**src/rtl/int_alu_pkg.sv**
```systemverilog
package int_alu_pkg;

  typedef enum logic [3:0] {
    OP_ADD  = 4'd0,
    OP_ADDU = 4'd1,
    OP_SUB  = 4'd2,
    OP_SUBU = 4'd3,
    OP_AND  = 4'd4,
    OP_OR   = 4'd5,
    OP_XOR  = 4'd6,
    OP_NOR  = 4'd7,
    OP_SLT  = 4'd8,
    OP_SLTU = 4'd9
  } alu_op_e;

  // Codes that route B through the inverter with carry-in high.
  function automatic logic op_uses_sub(logic [3:0] code);
    return (code == OP_SUB) || (code == OP_SUBU) ||
           (code == OP_SLT) || (code == OP_SLTU);
  endfunction

  // Codes whose carry flag reflects the adder.
  function automatic logic op_is_arith(logic [3:0] code);
    return code[3:2] == 2'b00;
  endfunction

  // Codes allowed to report signed overflow.
  function automatic logic op_flags_ovf(logic [3:0] code);
    return (code == OP_ADD) || (code == OP_SUB);
  endfunction

endpackage

```
**src/rtl/int_alu_addsub.sv**
```systemverilog
module int_alu_addsub #(
  parameter int WIDTH = 32
) (
  input  logic [WIDTH-1:0] a_i,
  input  logic [WIDTH-1:0] b_i,
  input  logic             sub_i,
  output logic [WIDTH-1:0] sum_o,
  output logic             cout_o,
  output logic             ovf_o
);
  localparam int MSB = WIDTH - 1;

  logic [WIDTH-1:0] b_eff;
  logic [WIDTH:0]   wide;

  function automatic logic [WIDTH:0] add_with_cin(
    input logic [WIDTH-1:0] x,
    input logic [WIDTH-1:0] y,
    input logic             ci
  );
    return {1'b0, x} + {1'b0, y} + {{WIDTH{1'b0}}, ci};
  endfunction

  always_comb begin
    b_eff = b_i ^ {WIDTH{sub_i}};
    wide  = add_with_cin(a_i, b_eff, sub_i);
  end

  assign sum_o  = wide[MSB:0];
  assign cout_o = wide[WIDTH];
  // Sign rule on the adder's own inputs; carry-out plays no part.
  assign ovf_o  = (a_i[MSB] == b_eff[MSB]) && (sum_o[MSB] != a_i[MSB]);

  always_comb begin
    if (ovf_o) begin
      assert_ovf_operand_signs_R3: assert (sub_i ? (a_i[MSB] != b_i[MSB])
                                                 : (a_i[MSB] == b_i[MSB]))
        else $error("overflow with operand signs that cannot overflow");
    end
    if (sub_i) begin
      assert_sub_carry_R2: assert (cout_o == (a_i >= b_i))
        else $error("subtract carry does not match unsigned compare");
    end
  end

endmodule

```
**src/rtl/int_alu_logic.sv**
```systemverilog
module int_alu_logic #(
  parameter int WIDTH = 32
) (
  input  logic [WIDTH-1:0] a_i,
  input  logic [WIDTH-1:0] b_i,
  input  logic [1:0]       fn_i,
  output logic [WIDTH-1:0] y_o
);
  always_comb begin
    unique case (fn_i)
      2'b00:   y_o = a_i & b_i;
      2'b01:   y_o = a_i | b_i;
      2'b10:   y_o = a_i ^ b_i;
      default: y_o = ~(a_i | b_i);
    endcase
  end
endmodule

```
**src/rtl/int_alu.sv**
```systemverilog
module int_alu
  import int_alu_pkg::*;
#(
  parameter int WIDTH = 32
) (
  input  logic [WIDTH-1:0] a_i,
  input  logic [WIDTH-1:0] b_i,
  input  logic [3:0]       mode_i,
  output logic [WIDTH-1:0] result_o,
  output logic             carry_o,
  output logic             ovf_o
);
  localparam int MSB = WIDTH - 1;

  logic [WIDTH-1:0] adder_sum;
  logic             adder_cout;
  logic             adder_ovf;
  logic             use_sub;
  logic [WIDTH-1:0] logic_y;
  logic             less_signed;
  logic             less_unsigned;

  assign use_sub = op_uses_sub(mode_i);

  int_alu_addsub #(.WIDTH(WIDTH)) u_addsub (
    .a_i    (a_i),
    .b_i    (b_i),
    .sub_i  (use_sub),
    .sum_o  (adder_sum),
    .cout_o (adder_cout),
    .ovf_o  (adder_ovf)
  );

  int_alu_logic #(.WIDTH(WIDTH)) u_logic (
    .a_i  (a_i),
    .b_i  (b_i),
    .fn_i (mode_i[1:0]),
    .y_o  (logic_y)
  );

  // Sign of A - B corrected by its overflow; borrow is the inverted carry.
  assign less_signed   = adder_sum[MSB] ^ adder_ovf;
  assign less_unsigned = ~adder_cout;

  always_comb begin
    result_o = '0;
    case (mode_i)
      OP_ADD, OP_ADDU, OP_SUB, OP_SUBU: result_o = adder_sum;
      OP_AND, OP_OR, OP_XOR, OP_NOR:    result_o = logic_y;
      OP_SLT:  result_o = {{(WIDTH-1){1'b0}}, less_signed};
      OP_SLTU: result_o = {{(WIDTH-1){1'b0}}, less_unsigned};
      default: result_o = '0;
    endcase
  end

  assign carry_o = op_is_arith(mode_i) & adder_cout;
  assign ovf_o   = op_flags_ovf(mode_i) & adder_ovf;

  always_comb begin
    if (!(mode_i == 4'd0 || mode_i == 4'd2)) begin
      assert_no_overflow_R5: assert (!ovf_o)
        else $error("overflow raised outside signed add/subtract");
    end
    if (mode_i[3:2] != 2'b00) begin
      assert_carry_quiet_R10: assert (!carry_o)
        else $error("carry raised outside add/subtract");
    end
    if (mode_i == 4'd8 || mode_i == 4'd9) begin
      assert_compare_is_bool_R7: assert (result_o[MSB:1] == '0)
        else $error("compare result wider than one bit");
    end
    if (mode_i >= 4'd10) begin
      assert_unused_code_zero_R9: assert (result_o == '0 && !carry_o && !ovf_o)
        else $error("unused code produced nonzero output");
    end
  end

endmodule

```
**config.mk**
```make
export PLATFORM = sky130hd
export DESIGN_NAME = int_alu
export DESIGN_NICKNAME = d
export VERILOG_FILES = /design/src/rtl/int_alu_pkg.sv /design/src/rtl/int_alu_addsub.sv /design/src/rtl/int_alu_logic.sv /design/src/rtl/int_alu.sv
export SDC_FILE = /design/constraint.sdc
export NUM_CORES = 1
export LEC_CHECK = 0
export ABC_CLOCK_PERIOD_IN_PS = 5500
export BUFFER_PORTS_ARGS = -buffer_cell sky130_fd_sc_hd__buf_4
export CAP_MARGIN = 20
export CORE_MARGIN = 1
export CORE_UTILIZATION = 50
export DETAILED_ROUTE_END_ITERATION = 8
export GPL_ROUTABILITY_DRIVEN = 0
export PLACE_DENSITY_LB_ADDON = 0.05
export SLEW_MARGIN = 15
export SYNTH_ARGS = -nofsm -noshare
export SYNTH_HDL_FRONTEND = slang
export SYNTH_SLANG_ARGS = --single-unit
```
**constraint.sdc**
```tcl
create_clock -name vclk -period 5.5
set_clock_uncertainty 0.15 [all_clocks]
set_input_delay 1.1 -clock vclk [all_inputs]
set_output_delay 1.1 -clock vclk [all_outputs]
set_load 0.02 [all_outputs]
```
==> impl_metrics.ini, run 1 <==
[outcome]
outcome = finished clean

[timing]
hold_viol_final = 0
relSlewSlack_pct = 36.0
rsz0062_at_grt = true
fin_crit_sh_pct = 99.0
tightest_slew_ps = 956
finalSetupTns_ps = 0
maxSlewViolCount = 0
finalCriticalPeriod_ps = 5450
setup_violations = 0
timing.fmax_mhz = 184

[routing]
vias = 5156
route.antenna.remaining_nets = 0
drt_iter0_drc = 267
drc = 0
vias_per_cell = 5.87
dr.pass1.iters = 5
routed_wl_mm = 13.6
post_drt_wl_per_cell_um = 15.5

[cells_and_area]
final_common_cell = buf_4
antenna_cells = 0
clock_buffers = 0
seq_area_um2 = 0
layout_common_cells = buf_4, ha_1, inv_1
finalNonFillerCells = 878
area_growth_pct = 30.6
nets = 941
seq_cells = 0
drive_above_1_share_pct = 23.5

[synth]
synth_compound_area_share_pct = 28.8
synth_largest_area_cell = ha_1
yosys.area_share.adder_pct = 28.1
synthSimpleGateAreaFrac_pct = 19.4
synth_top_cell_area_share_pct = 27.7
synth_area_leaders = ha_1, xnor2_1, inv_1
netlist_area_mm2 = 0.00439
yosys-mux-area-fraction_pct = 4.11
synth-xor-area-share_pct = 10.6
ys_types = 61
synth_top_family_by_area = compound AO/OA/AOI/OAI gates
synthCells = 652
seq_area_frac_synth_pct = 0
syn_area_per_cell_um2 = 6.73
yosysWarningCount = 0
syn-num-nets = 818

[pwr]
pwr-share-seq_pct = 0
power_uw = 843
p_int_uw = 385
power_switching_uw = 458
power_density_mw_per_mm2 = 147
combPwrFrac_pct = 100.0
sw_frac_of_total_pct = 54.4
ir_worst_vdd_mv = 0.114
p_clk_share_pct = 0
p_leak_uw = 0.00294

[global_route]
grt_use_total_pct = 28.6
grt_pass1_wl_mm = 21.3
grt_pass1_vias = 4706
antenna_found_initial = 0
grt_overflow_total = 0
grt_max_degree = 67

[min_path]
hp-start = a_i[31]
min_path_type = primary input to output pin

[critical_path]
cp.arrival_ps = 4200
slowest_stage = or4_1
critical_path_peak_fanout = 8
critPathRequiredTime_ps = 4250
crit_chain = buf_8, xnor2_4, nor2_4, buf_8, xnor2_1, ha_1, nor2b_1, o2111ai_1, nand3_2, a21oi_4, o21bai_4, o2111a_1, or4_1, a31o_1, buf_4
slowest_delay_ps = 470
critPathCaptureType = output pin
cpMostUsedCell = buf_8
cp-start-kind = primary input
crit_path_start = mode_i[3]
setup.worst_path.class = primary input to output pin

[floorplanning]
fp.dieW_um = 95.7
die-area_mm2 = 0.00915
fp.dieH_um = 95.7
row_count = 33
pin_count = 102
start_util_pct = 52.6
design.core.area_mm2 = 0.00834

[placed_design]
dp.cells = 863
dp_hpwl_mm = 10.2
io_buffer_count = 102

[flow_run]
max-cap-violations = 0

[clocking]
hold_buffers = 0
## per-stage QoR
stage,setup slack (ps),util [%],hold slack [ps],instance area [um^2]
final,54.8,68.7,2550,5730
after global routing,-75.2,68.7,2600,5730
after CTS,28.2,66.0,2570,5510
after detailed placement,-342,65.4,2560,5460
after global placement,-247,65.4,2550,5460
after floorplan,116,-,2330,4400
## cells in the mapped netlist, types with 3 or more instances
cell	number
a211o_1	10
a211oi_1	14
a21o_1	7
a21oi_1	45
a31oi_1	6
and2_1	5
and3_1	8
buf_1	9
clkbuf_1	24
ha_1	97
inv_1	71
mux2i_1	18
nand2_1	57
nand2b_1	3
nand3_1	12
nand4_1	3
nor2_1	70
nor2b_1	8
nor3_1	5
nor4_1	4
o2111ai_1	5
o211ai_1	4
o21a_1	3
o21ai_0	44
o21bai_1	10
o22ai_1	10
o31ai_1	6
or4_1	3
xnor2_1	43
xor2_1	10
## timing repair
item	CTS	global route
gates cloned	0	1
endpoints found under the setup margin	18	14
setup buffers	3	11
gates resized for setup	2	21
pin swaps	1	18
hold endpoints to repair	0	0
## layer usage
metal  routed length [um]  global-route usage (%)
met1                 6160                    38.8
met2                 6310                    49.3
met4                  160                    5.35
met5                    0                       0
met3                  999                    2.55
## cells by family (layout without fill, tap and decap cells)
family          Yosys count  count (layout)
buf+inv                 105             226
mux                      18              18
simple gates            188             188
fa+ha+maj                98              98
compound gates          190             190
xor+xnor                 53              53
## critical path, delay by kind of cell
kind / cells / cell delay [ps]
AO/OA/AOI/OAI: 5 / 1100
AND/OR/NAND/NOR: 4 / 980
buffers and inverters: 3 / 460
adder cells (fa/ha/maj): 1 / 280
XOR/XNOR: 2 / 270
## area by class of cell
cell class	count	area, um^2
fillers	747	2610
inverters	72	270
multi-input cells	547	4120
well taps	105	131
repair buffers	154	1210
## final timing paths
| check | cells after the start | endpoint |
|---|---|---|
| worst max-delay path | 15 | result_o[30] |
| worst min-delay path | 4 | result_o[0] |
## power by group through the flow
| stage | Combinational [uW] | Sequential [uW] | Clock (uW) |
|---|---|---|---|
| after detailed placement | 779 | 0 | 0 |
| after floorplan | 512 | 0 | 0 |
| final | 843 | 0 | 0 |
| after CTS | 791 | 0 | 0 |
| after global placement | 760 | 0 | 0 |
| after global routing | 919 | 0 | 0 |
(Power assumes the default switching activity.)
==> run 2: changes to the inputs <==
--- a/config.mk
+++ b/config.mk
@@ -14,4 +14,5 @@
 export GPL_ROUTABILITY_DRIVEN = 0
 export PLACE_DENSITY_LB_ADDON = 0.05
+export SETUP_SLACK_MARGIN = 0.05
 export SLEW_MARGIN = 15
 export SYNTH_ARGS = -nofsm -noshare
==> constraint.sdc (replaced) <==
create_clock -name vclk -period 5.5
set_clock_uncertainty 0.15 [all_clocks]
set_input_delay 0.275 -clock vclk [all_inputs]
set_output_delay 0.275 -clock vclk [all_outputs]
set_load 0.02 [all_outputs]
==> run 2 against run 1 <==
- sequential share of layout area is the same
- worst setup slack gained 910 ps
- non-clock buffer count shrank 48
- wire length shrank 6.1%
- sequential cell count is the same
- global-route usage shrank 1.0 points
- critical path depth is the same
- first-iteration DRC count shrank 0.75%
- clock-buffer cell count is the same
- final cell count shrank 5.5%
- core utilization shrank 6.4 points
- largest cell class unchanged
- largest power group unchanged
==> impl_metrics.ini, run 2 (same netlist as run 1, synthesis figures left out) <==
[cells_and_area]
final_common_cell = buf_4
area_growth_pct = 18.5
drive_above_1_share_pct = 16.4
nets = 893
finalNonFillerCells = 830
design_area_mm2 = 0.00520
layout_common_cells = buf_4, ha_1, inv_1
antenna_cells = 0
seq_area_um2 = 0
clock_buffers = 0
seq_cells = 0

[clocking]
ctsResizeCount = 0
hold_buffers = 0
post_cts_buffers = 0

[critical_path]
cp.arrival_ps = 4110
critical_path_peak_fanout = 22
setup.worst_path.class = primary input to output pin
critPathCaptureType = output pin
critPathRequiredTime_ps = 5080
cp-start-kind = primary input

[floorplanning]
fp.dieH_um = 95.7
die-area_mm2 = 0.00915
start_util_pct = 52.6
pin_count = 102
row_count = 33
design.core.area_mm2 = 0.00834
fp.dieW_um = 95.7

[global_route]
grt_pass1_vias = 4538
antenna_found_initial = 0
grt_max_degree = 67
grt_use_total_pct = 27.6
grt_overflow_total = 0
grt_pass1_wl_mm = 20.7

[routing]
vias_per_cell = 5.92
routed_wl_mm = 12.8
vias = 4916
drt_iter0_drc = 265
route.antenna.remaining_nets = 0
dr.pass1.iters = 7
post_drt_wl_per_cell_um = 15.4
drc = 0

[timing]
maxSlewViolCount = 0
finalCriticalPeriod_ps = 4530
hold_viol_final = 0
setup_violations = 0
finalSetupTns_ps = 0
tightest_slew_ps = 822
timing.fmax_mhz = 221
relSlewSlack_pct = 45.0
rsz0062_at_grt = false
fin_crit_sh_pct = 82.4

[pwr]
p_leak_uw = 0.00266
p_int_uw = 312
power_uw = 736
power_density_mw_per_mm2 = 142
ir_worst_vdd_mv = 0.0857
pwr-share-seq_pct = 0
p_clk_share_pct = 0
combPwrFrac_pct = 100.0
power_switching_uw = 423
sw_frac_of_total_pct = 57.6

[placed_design]
dpl_cell_area_mm2 = 0.00520
dp.cells = 830
dp_hpwl_mm = 10.0
io_buffer_count = 102

[outcome]
outcome = finished clean

[min_path]
whs_endpoint = result_o[6]
whs_path_depth = 3
hp-start = mode_i[3]
min_path_type = primary input to output pin

[flow_run]
max-cap-violations = 0
## run 2: changes by cell type in the layout (fill, tap and decap cells not counted), sizes merged
cell / before / now
clkbuf: 1 / 0
buf: 153 / 106
## run 2: area by class of cell
| cell class | instances | area, um^2 |
|---|---|---|
| multi-input combinational | 547 | 4000 |
| fill | 819 | 3140 |
| timing repair buffer | 106 | 796 |
| inverter | 72 | 270 |
| tap | 105 | 131 |
## run 2: worst max-delay path by stage
stage | start | to | slack, ps | depth (start not counted)
2_1_floorplan | mode_i[2] | ovf_o | 1510 | 14
3_5_place_dp | mode_i[3] | result_o[30] | 980 | 15
4_1_cts | mode_i[3] | result_o[30] | 970 | 15
3_3_place_gp | mode_i[3] | result_o[30] | 1120 | 15
5_1_grt | mode_i[3] | result_o[22] | 710 | 16
6_report | mode_i[3] | result_o[30] | 970 | 15
## run 2: metal layers
layer,up-vias,routed length (um),GRT usage [%]
li1,2443,-,-
met1,2281,5850,37.8
met2,182,6020,49.0
met3,10,855,1.44
met4,0,73,2.36
met5,-,0,0
## run 2: stage by stage
stage               setup WS [ps]  hold WS (ps)  utilization [%]
floorplan                    1510           680                -
detailed placement            977           864             62.3
global route                  707           902             62.3
global placement             1120           866             62.3
CTS                           973           871             62.3
finish                        966           873             62.3
## run 2: worst max-delay path: stages
cell	delay, ps
buf_4	250
xnor2_1	180
nor2_4	530
buf_4	330
xnor2_1	140
ha_1	280
nor2b_1	180
o2111ai_1	190
nand3_1	220
a21oi_4	270
o21bai_2	130
o2111a_1	260
or4_1	480
a31o_1	230
buf_4	150
## run 2: power by group through the flow
stage	Clock [uW]	Sequential [uW]	Combinational [uW]
after global placement	0	0	707
final	0	0	736
after floorplan	0	0	510
after CTS	0	0	728
after global routing	0	0	807
after detailed placement	0	0	724
